**src/rtl/twr_pkg.sv**
```systemverilog
package twr_pkg;
    timeunit 1ns;
    timeprecision 1ps;

    localparam int BYTE_W = 8;
    localparam int REG_AW = 8;
    localparam int REG_DW = 2 * BYTE_W;
    localparam int CNT_W  = $clog2(BYTE_W);
    localparam logic [CNT_W-1:0] CNT_LAST = CNT_W'(BYTE_W - 1);

    typedef enum logic [2:0] {
        ST_IDLE, ST_RX, ST_ACK, ST_TX, ST_MACK, ST_WAIT
    } state_e;

    typedef enum logic [1:0] {
        K_DEV, K_REG, K_DATA
    } kind_e;

    typedef struct packed {
        state_e              st;
        kind_e               kind;
        logic [CNT_W-1:0]    cnt;
        logic [BYTE_W-1:0]   sh;
        logic                done;
        logic                is_rd;
        logic [REG_AW-1:0]   ptr;
        logic                half;
        logic [BYTE_W-1:0]   stg_hi;
        logic [REG_AW-1:0]   stg_addr;
        logic [BYTE_W-1:0]   rd_stage;
        logic [REG_DW-1:0]   word;
        logic                tx_lo;
        logic                nack;
        logic                oe;
        logic                wr_en;
        logic [REG_AW-1:0]   wr_addr;
        logic [REG_DW-1:0]   wr_data;
        logic                rd_req;
        logic                fetch;
    } core_t;

    // 7-bit device identity from the strap: base 0x90, strap bit 1 adds 0x20, bit 0 adds 0x08
    function automatic logic [6:0] dev_id(input logic [1:0] sel);
        logic [7:0] a;
        a = 8'h90 | {2'b00, sel[1], 1'b0, sel[0], 3'b000};
        return a[7:1];
    endfunction
endpackage

```
**src/rtl/twr_sync.sv**
```systemverilog
module twr_sync #(
    parameter int STAGES = 2
) (
    input  logic clk,
    input  logic rst_n,
    input  logic d,
    output logic lvl,
    output logic rise,
    output logic fall
);
    timeunit 1ns;
    timeprecision 1ps;

    logic [STAGES-1:0] s_q, s_d;
    logic              prev_q, prev_d;

    always_comb begin
        s_d    = {s_q[STAGES-2:0], d};
        prev_d = s_q[STAGES-1];
    end

    always_ff @(posedge clk or negedge rst_n) begin
        if (!rst_n) begin
            s_q    <= '1;
            prev_q <= 1'b1;
        end else begin
            s_q    <= s_d;
            prev_q <= prev_d;
        end
    end

    assign lvl  = s_q[STAGES-1];
    assign rise = s_q[STAGES-1] & ~prev_q;
    assign fall = ~s_q[STAGES-1] & prev_q;
endmodule

```
**src/rtl/twr_core.sv**
```systemverilog
module twr_core
    import twr_pkg::*;
#(
    parameter logic [REG_AW-1:0] STAGE_ADDR = 8'hF0
) (
    input  logic              clk,
    input  logic              rst_n,
    input  logic              scl_lvl,
    input  logic              scl_rise,
    input  logic              scl_fall,
    input  logic              sda_lvl,
    input  logic              sda_rise,
    input  logic              sda_fall,
    input  logic [6:0]        dev,
    output logic              sda_oe,
    output logic              wr_en,
    output logic [REG_AW-1:0] wr_addr,
    output logic [REG_DW-1:0] wr_data,
    output logic              rd_req,
    output logic [REG_AW-1:0] rd_addr,
    input  logic [REG_DW-1:0] rd_data
);
    timeunit 1ns;
    timeprecision 1ps;

    core_t             q, n;
    logic [BYTE_W-1:0] tx;
    logic              start, stop;

    assign start = sda_fall & scl_lvl;
    assign stop  = sda_rise & scl_lvl;

    always_comb begin
        n        = q;
        tx       = '0;
        n.wr_en  = 1'b0;
        n.rd_req = 1'b0;
        n.fetch  = q.rd_req;
        if (q.fetch) n.word = rd_data;

        if (start) begin
            n.st   = ST_RX;
            n.kind = K_DEV;
            n.cnt  = '0;
            n.done = 1'b0;
            n.oe   = 1'b0;
        end else if (stop) begin
            n.st   = ST_IDLE;
            n.done = 1'b0;
            n.oe   = 1'b0;
        end else begin
            case (q.st)
                ST_RX: begin
                    if (scl_rise) begin
                        n.sh  = {q.sh[BYTE_W-2:0], sda_lvl};
                        n.cnt = q.cnt + 1'b1;
                        if (q.cnt == CNT_LAST) n.done = 1'b1;
                    end else if (scl_fall && q.done) begin
                        n.done = 1'b0;
                        n.cnt  = '0;
                        n.st   = ST_ACK;
                        n.oe   = 1'b1;
                        case (q.kind)
                            K_DEV: begin
                                if (q.sh[BYTE_W-1:1] == dev) begin
                                    n.is_rd = q.sh[0];
                                    n.kind  = K_REG;
                                    if (q.sh[0] && q.ptr != STAGE_ADDR) n.rd_req = 1'b1;
                                end else begin
                                    n.st = ST_WAIT;
                                    n.oe = 1'b0;
                                end
                            end
                            K_REG: begin
                                n.ptr  = q.sh;
                                n.half = 1'b0;
                                n.kind = K_DATA;
                            end
                            default: begin
                                if (q.ptr == STAGE_ADDR) begin
                                    n.wr_en   = 1'b1;
                                    n.wr_addr = q.stg_addr;
                                    n.wr_data = {q.stg_hi, q.sh};
                                end else if (!q.half) begin
                                    n.stg_hi   = q.sh;
                                    n.stg_addr = q.ptr;
                                    n.half     = 1'b1;
                                end else begin
                                    n.wr_en   = 1'b1;
                                    n.wr_addr = q.ptr;
                                    n.wr_data = {q.stg_hi, q.sh};
                                    n.ptr     = q.ptr + 1'b1;
                                    n.half    = 1'b0;
                                end
                            end
                        endcase
                    end
                end
                ST_ACK: begin
                    if (scl_fall) begin
                        if (q.is_rd) begin
                            n.st  = ST_TX;
                            n.cnt = '0;
                            if (q.ptr == STAGE_ADDR) begin
                                tx = q.rd_stage;
                            end else begin
                                tx         = q.word[REG_DW-1:BYTE_W];
                                n.rd_stage = q.word[BYTE_W-1:0];
                                n.tx_lo    = 1'b0;
                            end
                            n.sh = tx;
                            n.oe = ~tx[BYTE_W-1];
                        end else begin
                            n.st = ST_RX;
                            n.oe = 1'b0;
                        end
                    end
                end
                ST_TX: begin
                    if (scl_fall) begin
                        if (q.cnt == CNT_LAST) begin
                            n.st = ST_MACK;
                            n.oe = 1'b0;
                        end else begin
                            n.sh  = {q.sh[BYTE_W-2:0], 1'b0};
                            n.cnt = q.cnt + 1'b1;
                            n.oe  = ~q.sh[BYTE_W-2];
                        end
                    end
                end
                ST_MACK: begin
                    if (scl_rise) begin
                        n.nack = sda_lvl;
                    end else if (scl_fall) begin
                        if (q.nack) begin
                            n.st = ST_WAIT;
                        end else begin
                            n.st  = ST_TX;
                            n.cnt = '0;
                            if (q.ptr == STAGE_ADDR) begin
                                tx = q.rd_stage;
                            end else if (!q.tx_lo) begin
                                tx       = q.word[BYTE_W-1:0];
                                n.tx_lo  = 1'b1;
                                n.ptr    = q.ptr + 1'b1;
                                n.rd_req = 1'b1;
                            end else begin
                                tx         = q.word[REG_DW-1:BYTE_W];
                                n.rd_stage = q.word[BYTE_W-1:0];
                                n.tx_lo    = 1'b0;
                            end
                            n.sh = tx;
                            n.oe = ~tx[BYTE_W-1];
                        end
                    end
                end
                default: ;
            endcase
        end
    end

    always_ff @(posedge clk or negedge rst_n) begin
        if (!rst_n) q <= '0;
        else        q <= n;
    end

    assign sda_oe  = q.oe;
    assign wr_en   = q.wr_en;
    assign wr_addr = q.wr_addr;
    assign wr_data = q.wr_data;
    assign rd_req  = q.rd_req;
    assign rd_addr = q.ptr;

    assert_reset_R1: assert property (@(posedge clk)
        !rst_n |=> (!q.oe && !q.wr_en && !q.rd_req));

    assert_quiet_mismatch_R2: assert property (@(posedge clk) disable iff (!rst_n)
        (q.st == ST_WAIT) |-> !q.oe);

    assert_oe_scl_low_R3: assert property (@(posedge clk) disable iff (!rst_n)
        !$stable(q.oe) |-> !scl_lvl);

    assert_commit_source_R4: assert property (@(posedge clk) disable iff (!rst_n)
        q.wr_en |-> ($past(q.st) == ST_RX));

    assert_master_ack_free_R6: assert property (@(posedge clk) disable iff (!rst_n)
        (q.st == ST_MACK) |-> !q.oe);

    assert_wr_pulse_R10: assert property (@(posedge clk) disable iff (!rst_n)
        q.wr_en |=> !q.wr_en);

    assert_no_overlap_R10: assert property (@(posedge clk) disable iff (!rst_n)
        !(q.wr_en && q.rd_req));
endmodule

```
**src/rtl/twr_regport.sv**
```systemverilog
module twr_regport
    import twr_pkg::*;
#(
    parameter int                SYNC_STAGES = 2,
    parameter logic [REG_AW-1:0] STAGE_ADDR  = 8'hF0
) (
    input  logic              clk,
    input  logic              rst_n,
    input  logic              scl_i,
    input  logic              sda_i,
    input  logic [1:0]        addr_sel,
    output logic              sda_oe,
    output logic              wr_en,
    output logic [REG_AW-1:0] wr_addr,
    output logic [REG_DW-1:0] wr_data,
    output logic              rd_req,
    output logic [REG_AW-1:0] rd_addr,
    input  logic [REG_DW-1:0] rd_data
);
    timeunit 1ns;
    timeprecision 1ps;

    localparam int LINES = 2;  // index 1: clock line, index 0: data line

    logic [LINES-1:0] raw, lvl, rise, fall;
    assign raw = {scl_i, sda_i};

    for (genvar g = 0; g < LINES; g++) begin : g_line
        twr_sync #(.STAGES(SYNC_STAGES)) u_sync (
            .clk  (clk),
            .rst_n(rst_n),
            .d    (raw[g]),
            .lvl  (lvl[g]),
            .rise (rise[g]),
            .fall (fall[g])
        );
    end

    twr_core #(.STAGE_ADDR(STAGE_ADDR)) u_core (
        .clk     (clk),
        .rst_n   (rst_n),
        .scl_lvl (lvl[1]),
        .scl_rise(rise[1]),
        .scl_fall(fall[1]),
        .sda_lvl (lvl[0]),
        .sda_rise(rise[0]),
        .sda_fall(fall[0]),
        .dev     (dev_id(addr_sel)),
        .sda_oe  (sda_oe),
        .wr_en   (wr_en),
        .wr_addr (wr_addr),
        .wr_data (wr_data),
        .rd_req  (rd_req),
        .rd_addr (rd_addr),
        .rd_data (rd_data)
    );
endmodule

```
**config.mk**
```make
export PLATFORM = sky130hd
export DESIGN_NAME = twr_regport
export DESIGN_NICKNAME = d
export VERILOG_FILES = /design/src/rtl/twr_pkg.sv /design/src/rtl/twr_sync.sv /design/src/rtl/twr_core.sv /design/src/rtl/twr_regport.sv
export SDC_FILE = /design/constraint.sdc
export NUM_CORES = 1
export LEC_CHECK = 0
export CELL_PAD_IN_SITES_DETAIL_PLACEMENT = 1
export CELL_PAD_IN_SITES_GLOBAL_PLACEMENT = 2
export CORE_ASPECT_RATIO = 2
export CORE_MARGIN = 3
export CORE_UTILIZATION = 38
export DETAILED_ROUTE_END_ITERATION = 8
export DONT_BUFFER_PORTS = 1
export PLACE_DENSITY_LB_ADDON = 0.05
export RECOVER_POWER = 50
export SYNTH_ARGS = -nofsm -noshare
export SYNTH_HDL_FRONTEND = slang
export SYNTH_SLANG_ARGS = --single-unit
export TNS_END_PERCENT = 1
```
**constraint.sdc**
```tcl
create_clock -name clk -period 2.2 [get_ports clk]
set_clock_uncertainty 0.05 [all_clocks]
set_input_delay 0 -clock clk [delete_from_list [all_inputs] [get_ports clk]]
set_output_delay 0 -clock clk [all_outputs]
set_load 0.02 [all_outputs]
```
==> results.tsv, run 1 <==
stage	metric	value	unit
status	status	finished with violations	
status	violations	negative hold slack	
clock_tree	cts_tree	built	
critical_path	critPathMaxFanout	33	
global_routing	grt_pass1_wl	23500	um
sta	setup_viol	0	
job	maxCapViolCount	0	
finish	finalNonFillerCells	670	
floorplanning	start_util	39.0	%
floorplanning	core_area	13500	um2
synth	synth_edf_count	0	
global_routing	gr-total-overflow	0	
synth	avgSynthCellArea	11.1	um2
synth	yosys-top-cells-area	dfrtp_1 46%, mux2_2 10%, buf_4 5.4%	
global_routing	antenna_found_initial	0	
clock_tree	clk_pin_slew_worst_paths	80	ps
clock_tree	cts-root-buf	clkbuf_16	
sta	min_period	2150	ps
synth	synth_ff_type	dfrtp_1	
sta	max_clock_freq	0.465	GHz
sta	fin_crit_sh	97.7	%
sta	worst_hold_slack	-719	ps
power_and_ir_drop	p_per_area	1030	nW/um2
synth	ys_warn_count	0	
synth	async_reset_ff_share	100	%
clock_tree	clockBufferDepth	2	
power_and_ir_drop	vdd_drop_max	0.627	mV
floorplanning	die_x	89.3	um
clock_tree	cts.htree.levels	3	
routing	wirelength	14600	um
finish	drive_above_1_share	31.1	%
sta	drv_slew	0	
routing	ant_nets	0	
routing	avgViaCountPerCell	5.69	
synth	synth_area	5270	um2
placed_design	place.gp.congestion	0.860	
synth	synth_nets	499	
synth	synth_top_area_share	46.1	%
global_routing	grt_max_degree	104	
global_routing	grt_pass1_vias	4294	
power_and_ir_drop	power	6.35	mW
finish	nets	536	
routing	initialDrtViolationCount	100	
finish	fillers	1459	
synth	synthCells	473	
routing	via_count	3809	
power_and_ir_drop	p_leak	2.75	nW
sta	tightest_slew	613	ps
sta	slew_headroom	59.1	%
clock_tree	cts_sinks	103	
global_routing	grt_usage	20.1	%
clock_tree	cts_hold_buf	18	
synth	ys_types	71	
critical_path	crit_type	reg2reg	
sta	fin_setup_tns	0	ps
floorplanning	die-area	15400	um2
clock_tree	cts_buffers	9	
routing	drc_errors	0	
synth	synth_largest_area_cell	dfrtp_1	
synth	yosysMostFrequentCell	dfrtp_1	
synth	synth_common_cells	97 x dfrtp_1, 49 x mux2_2, 38 x buf_4, 33 x nand2_1, 26 x nor2_1	
critical_path	startpoint_type	register	
synth	yosysSeqAreaShare	49.1	%
floorplanning	die_h	173	um
finish	diodes	0	
finish	syn_to_final_growth	17.1	%
critical_path	arrival	2340	ps
placed_design	place_inst	635	
critical_path	rr_worst_depth	5	
sta	grt_setup_unrepaired	yes	
placed_design	io_buffers	0	
clock_tree	clkLatencyLatePin	350	ps
critical_path	crit_path_end_kind	register	
floorplanning	io_pins	57	
floorplanning	std_cell_rows	60	
critical_path	worstPathRequired	2390	ps
routing	wire_per_inst	21.8	um
min_path	hold_class	in2async	
placed_design	hpwl	10900	um
sta	finalHoldViolCount	103	
routing	first_pass_iters	4	
synth	synth-seq-cells	103	
[metal layers]
layer  part of all wire [%]  track usage (%)  routed length [um]
met2                     58             38.1                8490
met1                     36             21.1                5310
met3                    2.1             2.78                 302
met5                      0                0                   0
met4                    3.4             7.95                 502
[registers in the layout, indices dropped and copies added, names as in the netlist]
signal and count:
g_line.u_sync.prev_q 2, g_line.u_sync.s_q 4, u_core.q 62, u_core.rd_addr 8, u_core.rd_req 1, u_core.sda_oe 1, u_core.wr_addr 8, u_core.wr_data 16
u_core.wr_en 1
[cell usage in the layout, fill, tap and decap left out, drive strengths merged, types with 5 or more instances in the layout]
cell type,instances
a21oi,21
nand3,14
dfstp,6
o211ai,7
nor3,10
a31oi,13
inv,11
buf,65
dfrtp,97
dlygate4sd3,18
a222oi,6
a21o,8
o21ai,18
mux2,62
a41oi,8
nand2,34
o31ai,5
nor2,27
clkbuf,11
[kinds of logic after synthesis]
| group | Yosys count | share of synthesized area (%) |
|---|---|---|
| and+or+nand+nor | 121 | 12.9 |
| AOI/OAI and AO/OA | 110 | 14.7 |
| DFF | 103 | 49.1 |
| buffers and inverters | 66 | 7.86 |
| muxes | 64 | 13.6 |
| xor gates and xnor gates | 5 | 0.831 |
| adders and majority gates | 4 | 0.950 |
[metrics by stage]
stage / setup WS (ps) / util [%] / cell area [um2]
2_1_floorplan: 9.37 / - / 5270
3_3_place_gp: 12.5 / 41.7 / 5630
3_5_place_dp: -175 / 41.7 / 5630
4_1_cts: 10.4 / 45.3 / 6120
5_1_grt: -25.8 / 45.6 / 6170
6_report: 50.6 / 45.6 / 6170
[layout make-up]
class | count | area, um2 | area share (%)
clock inverter | 6 | 63.8 | 1.03
clock buffer | 10 | 239 | 3.88
inverter | 8 | 30.0 | 0.487
multi-input combinational | 304 | 2320 | 37.6
sequential | 103 | 2590 | 42.0
timing repair buffer | 84 | 736 | 11.9
tap | 155 | 194 | 3.14
[report_power, final]
group	internal (mW)	switching, mW
clock	0.832	0.793
sequential	2.23	0.318
combinational	1.09	1.08
total	4.16	2.19
[critical path, stage by stage, from the launching register on]
cell	delay, ps
dfrtp_1	380
or3b_1	430
or2_4	310
a211oi_4	260
buf_12	240
mux2_2	350
[timing repair]
item | CTS | global route
resized for setup | 3 | 13
setup buffers | 0 | 1
endpoints found under the hold margin | 121 | 103
pin swaps | 0 | 2
endpoints found under the setup margin | 36 | 47
[worst paths after layout]
kind / from / to / slack, ps
max in group asynchronous: rst_n / u_core.q[28] / 2620
worst max register to register: u_core.rd_addr[3] / u_core.wr_data[0] / 50
worst min-delay path: rst_n / u_core.q[80] / -720
worst min register to register: g_line[0].u_sync.s_q[0] / g_line[0].u_sync.s_q[1] / 310
worst max-delay path: u_core.rd_addr[3] / u_core.wr_data[0] / 50
min in group clk: addr_sel[0] / u_core.q[92] / 110
(Power assumes the default switching activity.)
==> inputs of run 2 (changes only) <==
--- a/config.mk
+++ b/config.mk
@@ -12,7 +12,7 @@
 export CORE_UTILIZATION = 38
 export DETAILED_ROUTE_END_ITERATION = 8
 export DONT_BUFFER_PORTS = 1
-export PLACE_DENSITY_LB_ADDON = 0.05
+export PLACE_DENSITY_LB_ADDON = 0.1
 export RECOVER_POWER = 50
 export SYNTH_ARGS = -nofsm -noshare
 export SYNTH_HDL_FRONTEND = slang
==> run 2 against run 1 <==
The flow finishes with violations (negative hold slack, negative setup slack). Die area stayed put. Critical path depth is 4 higher. Total power is 1.9% higher. Sequential power hardly changed. Maximum frequency is 5.7% lower. Register-to-register slack worse by 130 ps. Clock power is 8% higher. Critical path type unchanged. Highest routed layer unchanged.
==> results.tsv, run 2 (synthesis gave the netlist of run 1 again) <==
stage	metric	value	unit	change
finish	largest_reg_flops	62		unchanged
finish	regMostFlops	u_core.q		
floorplanning	std_cell_rows	60		unchanged
global_routing	grt_pass1_wl	23300	um	-0.88%
placed_design	place_inst	643		+1.3%
clock_tree	cts_tree	built		
sta	finalHoldViolCount	103		unchanged
status	violations	negative hold slack, negative setup slack		
critical_path	worstPathRequired	2400	ps	about the same
critical_path	arrival	2480	ps	+140 ps
clock_tree	cts.htree.levels	3		unchanged
global_routing	grt_max_degree	104		unchanged
placed_design	place.gp.congestion	0.816		-5.1%
sta	setup_ws	-78.8	ps	-129 ps
global_routing	antenna_found_initial	0		unchanged
clock_tree	clkLatencyLatePin	350	ps	about the same
sta	fin_setup_tns	-984	ps	-984 ps
routing	initialDrtViolationCount	115		+15%
clock_tree	clk_pin_slew_worst_paths	90	ps	about the same
finish	diodes	0		unchanged
sta	max_clock_freq	0.439	GHz	-5.7%
floorplanning	die_h	173	um	unchanged
clock_tree	clockBufferDepth	2		unchanged
finish	finalNonFillerCells	687		+2.5%
finish	final_common_cell	dfrtp_1		
clock_tree	cts_hold_buf	18		unchanged
global_routing	gr-total-overflow	0		unchanged
routing	wirelength	15200	um	+3.9%
sta	drv_slew	0		unchanged
routing	drc_errors	0		unchanged
finish	utilization	47.6	%	+2.0 points
sta	grt_setup_unrepaired	yes		
finish	fillers	1459		unchanged
clock_tree	cts_sinks	103		unchanged
critical_path	critPathMaxFanout	6		-82%
global_routing	grt_usage	20.1	%	-0.023 points
routing	avgViaCountPerCell	5.74		+0.91%
routing	ant_nets	0		unchanged
placed_design	io_buffers	0		unchanged
sta	min_period	2280	ps	+129 ps
status	status	finished with violations		
sta	tightest_slew	689	ps	+75.9 ps
routing	via_count	3941		+3.5%
floorplanning	core_area	13500	um2	unchanged
floorplanning	die-area	15400	um2	unchanged
finish	most-common-layout-cells	97 x dfrtp_1, 71 x buf_4, 46 x mux2_2, 32 x nand2_1, 26 x nor2_1		
finish	stdcell_area	6440	um2	+4.4%
critical_path	crit_type	reg2reg		
job	maxCapViolCount	0		unchanged
clock_tree	cts-root-buf	clkbuf_16		
power_and_ir_drop	vdd_drop_max	0.484	mV	-23%
floorplanning	die_x	89.3	um	unchanged
routing	first_pass_iters	4		unchanged
sta	fin_crit_sh	104	%	+5.9 points
global_routing	grt_pass1_vias	4265		-0.68%
placed_design	hpwl	10900	um	-0.51%
placed_design	postPlaceCellArea	5660	um2	+0.62%
critical_path	startpoint_type	register		
min_path	hold_class	in2async		
power_and_ir_drop	p_per_area	1000	nW/um2	-2.4%
critical_path	crit_path_end_kind	register		
routing	wire_per_inst	22.1	um	+1.3%
clock_tree	cts_buffers	9		unchanged
floorplanning	start_util	39.0	%	unchanged
finish	drive_above_1_share	36.1	%	+5.0 points
finish	nets	553		+3.2%
floorplanning	io_pins	57		unchanged
sta	setup_viol	18		+18
sta	worst_hold_slack	-709	ps	+10.1 ps
critical_path	reg2reg_slack	-80	ps	-130 ps
sta	slew_headroom	54.0	%	-5.2 points
finish	syn_to_final_growth	22.2	%	
power_and_ir_drop	p_leak	2.86	nW	+4.0%
==> run 2: cell types whose count changed in the layout (fill, tap and decap cells not counted), moves of 2 or more <==
cell	change
buf_4	+13
buf_6	+4
clkbuf_16	+2
dfrtp_1	+2
dfrtp_2	-2
inv_1	-2
inv_2	+2
mux2_1	-12
mux2_2	-3
mux2_4	+15
==> run 2: where the power goes <==
part / leakage [nW] / switching [mW] / internal (mW)
registers: 1.37 / 0.287 / 2.23
clock network: 0.159 / 0.824 / 0.924
logic: 1.34 / 1.12 / 1.08
==> run 2: worst paths after layout <==
kind | start | end | cells after the start
worst min-delay path | rst_n | u_core.rd_addr[0] | 0
worst max-delay path | u_core.rd_addr[0] | u_core.wr_data[1] | 9
max in group asynchronous | rst_n | g_line[0].u_sync.s_q[1] | 0
worst max register to register | u_core.rd_addr[0] | u_core.wr_data[1] | 9
min in group clk | addr_sel[0] | u_core.q[92] | 5
worst min register to register | g_line[1].u_sync.s_q[0] | g_line[1].u_sync.s_q[1] | 0
==> run 2: routing by layer <==
layer | GRT usage [%] | vias up | routed length (um)
li1 | - | 1816 | -
met3 | 3.12 | 28 | 316
met1 | 21.3 | 2029 | 5490
met4 | 8.88 | 0 | 651
met2 | 37.1 | 68 | 8710
met5 | 0 | - | 0
==> run 2: worst max-delay path, stage by stage, from the launching register on <==
cell	delay (ps)
dfrtp_1	400
inv_2	80
ha_4	120
nand4_1	130
buf_4	180
or2_4	280
a211oi_4	290
buf_6	170
clkbuf_16	160
mux2_4	300
==> run 2: cell type report <==
type | count | area [um2] | area share, %
clock buffers | 9 | 225 | 3.50
flip-flops and latches | 103 | 2580 | 40.2
well taps | 155 | 194 | 3.01
inverters | 8 | 30.0 | 0.466
multi-input cells | 304 | 2390 | 37.1
clock inverters | 7 | 97.6 | 1.52
repair buffers | 101 | 915 | 14.2
==> run 2: timing repair <==
action,in CTS,in global routing
setup endpoints to repair,50,47
gates resized for setup,4,33
pin swaps,2,3
buffers inserted,1,6
hold endpoints to repair,121,103
gates cloned,0,3
==> run 2: stage by stage <==
stage	worst slack (ps)	total power, mW
6_report	-78.8	6.47
5_1_grt	-144	6.84
4_1_cts	-64.9	6.47
3_5_place_dp	-155	4.66
3_3_place_gp	-91.1	4.61
2_1_floorplan	9.37	3.75
==> inputs of run 3 (changes only) <==
--- a/config.mk
+++ b/config.mk
@@ -6,10 +6,10 @@
 export NUM_CORES = 1
 export LEC_CHECK = 0
 export CELL_PAD_IN_SITES_DETAIL_PLACEMENT = 1
-export CELL_PAD_IN_SITES_GLOBAL_PLACEMENT = 2
+export CELL_PAD_IN_SITES_GLOBAL_PLACEMENT = 1
 export CORE_ASPECT_RATIO = 2
 export CORE_MARGIN = 3
-export CORE_UTILIZATION = 38
+export CORE_UTILIZATION = 45
 export DETAILED_ROUTE_END_ITERATION = 8
 export DONT_BUFFER_PORTS = 1
 export PLACE_DENSITY_LB_ADDON = 0.1
==> run 3 against run 2 <==
The flow finishes with violations (negative hold slack). Hold slack lost 6.0 ps. Via count down 1.5%. Design area is 0.76% lower. Sequential cell count did not move. Total power fell by 0.28%. Highest routed layer unchanged.
==> results.tsv, run 3 (synthesis gave the netlist of run 1 again) <==
stage	metric	value	unit	change
placed_design	hpwl	10600	um	-2.6%
job	maxCapViolCount	0		unchanged
global_routing	grt_max_degree	104		unchanged
floorplanning	std_cell_rows	55		-8.3%
floorplanning	die_x	82.5	um	-7.6%
sta	fin_crit_sh	98.6	%	-5.0 points
global_routing	grt_pass1_wl	22800	um	-2.0%
finish	drive_above_1_share	34.9	%	-1.2 points
routing	wirelength	15100	um	-0.57%
finish	largest_reg_flops	62		unchanged
routing	initialDrtViolationCount	134		+17%
routing	drc_errors	0		unchanged
finish	diodes	0		unchanged
sta	drv_slew	0		unchanged
critical_path	arrival	2370	ps	-110 ps
critical_path	r2r-start	u_core.q[95]		
routing	avgViaCountPerCell	5.83		+1.6%
clock_tree	clockBufferDepth	2		unchanged
critical_path	startpoint_type	register		
global_routing	grt_pass1_vias	4268		+0.070%
sta	grt_setup_unrepaired	yes		
floorplanning	die_h	159	um	-7.8%
sta	max_clock_freq	0.461	GHz	+5.1%
sta	min_period	2170	ps	-110 ps
finish	most-common-layout-cells	96 x dfrtp_1, 61 x buf_4, 48 x mux2_2, 33 x nand2_1, 25 x nor2_1		
sta	slew_headroom	58.1	%	+4.1 points
routing	first_pass_iters	4		unchanged
min_path	hold_class	in2async		
power_and_ir_drop	power	6.45	mW	-0.28%
clock_tree	cts_tree	built		
finish	nets	545		-1.4%
routing	wire_per_inst	22.6	um	+2.6%
clock_tree	cts.htree.levels	3		unchanged
finish	utilization	56.3	%	+8.6 points
status	status	finished with violations		
sta	finalHoldViolCount	103		unchanged
clock_tree	cts_buffers	9		unchanged
clock_tree	cts-root-buf	clkbuf_16		
floorplanning	io_pins	57		unchanged
finish	syn_to_final_growth	21.3	%	
power_and_ir_drop	vdd_drop_max	0.579	mV	+20%
clock_tree	clk_pin_slew_worst_paths	80	ps	about the same
floorplanning	core_area	11400	um2	-16%
global_routing	gr-total-overflow	0		unchanged
finish	fillers	1206		-17%
critical_path	crit_path_end_kind	register		
critical_path	worstPathRequired	2400	ps	about the same
placed_design	pre_cts_ws	-113	ps	+42.9 ps
clock_tree	clkLatencyLatePin	360	ps	about the same
global_routing	grt_usage	23.2	%	+3.1 points
routing	ant_nets	0		unchanged
critical_path	crit_type	reg2reg		
global_routing	antenna_found_initial	0		unchanged
floorplanning	start_util	46.4	%	+7.4 points
clock_tree	cts_sinks	103		unchanged
critical_path	critPathMaxFanout	9		+3
power_and_ir_drop	p_per_area	1010	nW/um2	+0.48%
clock_tree	cts_hold_buf	18		unchanged
finish	regMostFlops	u_core.q		
finish	final_common_cell	dfrtp_1		
sta	fin_setup_tns	0	ps	+984 ps
routing	via_count	3883		-1.5%
power_and_ir_drop	p_leak	2.84	nW	-0.95%
placed_design	io_buffers	0		unchanged
sta	setup_ws	31.3	ps	+110 ps
placed_design	place.gp.congestion	0.882		+8.0%
floorplanning	die-area	13100	um2	-15%
critical_path	crit_start	u_core.q[95]		
sta	worst_hold_slack	-715	ps	-6.03 ps
status	violations	negative hold slack		
sta	setup_viol	0		-18
sta	tightest_slew	629	ps	-59.6 ps
## run 3: repair_timing
item / 4_1_cts / 5_1_grt
gates resized for setup: 5 / 34
pin swaps: 2 / 5
setup endpoints to repair: 23 / 50
cloned: 0 / 3
setup buffers: 0 / 4
hold endpoints to repair: 121 / 103
## run 3: metal layers
layer | global-route usage, % | share of wire (%)
met1 | 24.7 | 36
met2 | 43.7 | 59
met3 | 4.53 | 2.9
met4 | 7.37 | 2.1
met5 | 0 | 0
## run 3: final timing paths
check                      depth (start not counted)                       to  slack, ps
max reg2reg                                        7        u_core.wr_data[3]         30
max                                                7        u_core.wr_data[3]         30
min                                                0             u_core.q[55]       -710
min reg2reg                                        0  g_line[1].u_sync.s_q[1]        310
min in group clk                                   5             u_core.q[92]        110
max in group asynchronous                          0  g_line[0].u_sync.s_q[0]       2600
## run 3: final cells by class
type / count / area (um2) / area share, %
Clock buffer: 9 / 225 / 3.53
Clock inverter: 7 / 86.3 / 1.35
Inverter: 8 / 30.0 / 0.470
Multi-Input combinational cell: 304 / 2380 / 37.3
Sequential cell: 103 / 2590 / 40.5
Tap cell: 142 / 178 / 2.78
Timing Repair Buffer: 93 / 902 / 14.1
## run 3: where the power goes
part	total, mW	switching (mW)	internal [mW]
sequential	2.56	0.329	2.23
clock	1.64	0.825	0.814
combinational	2.25	1.13	1.11
## run 3: critical path, stage by stage, from the launching register on
cell	delay, ps
dfrtp_2	520
nor3b_4	320
nand2_2	120
buf_4	180
a211oi_4	250
buf_6	160
clkbuf_16	160
mux2_4	300
## run 3: per-stage QoR
stage | instance area, um2 | std cells
after floorplan | 5270 | 473
after global placement | 5650 | 625
after detailed placement | 5650 | 625
after CTS | 6160 | 659
after global routing | 6390 | 666
final | 6390 | 666
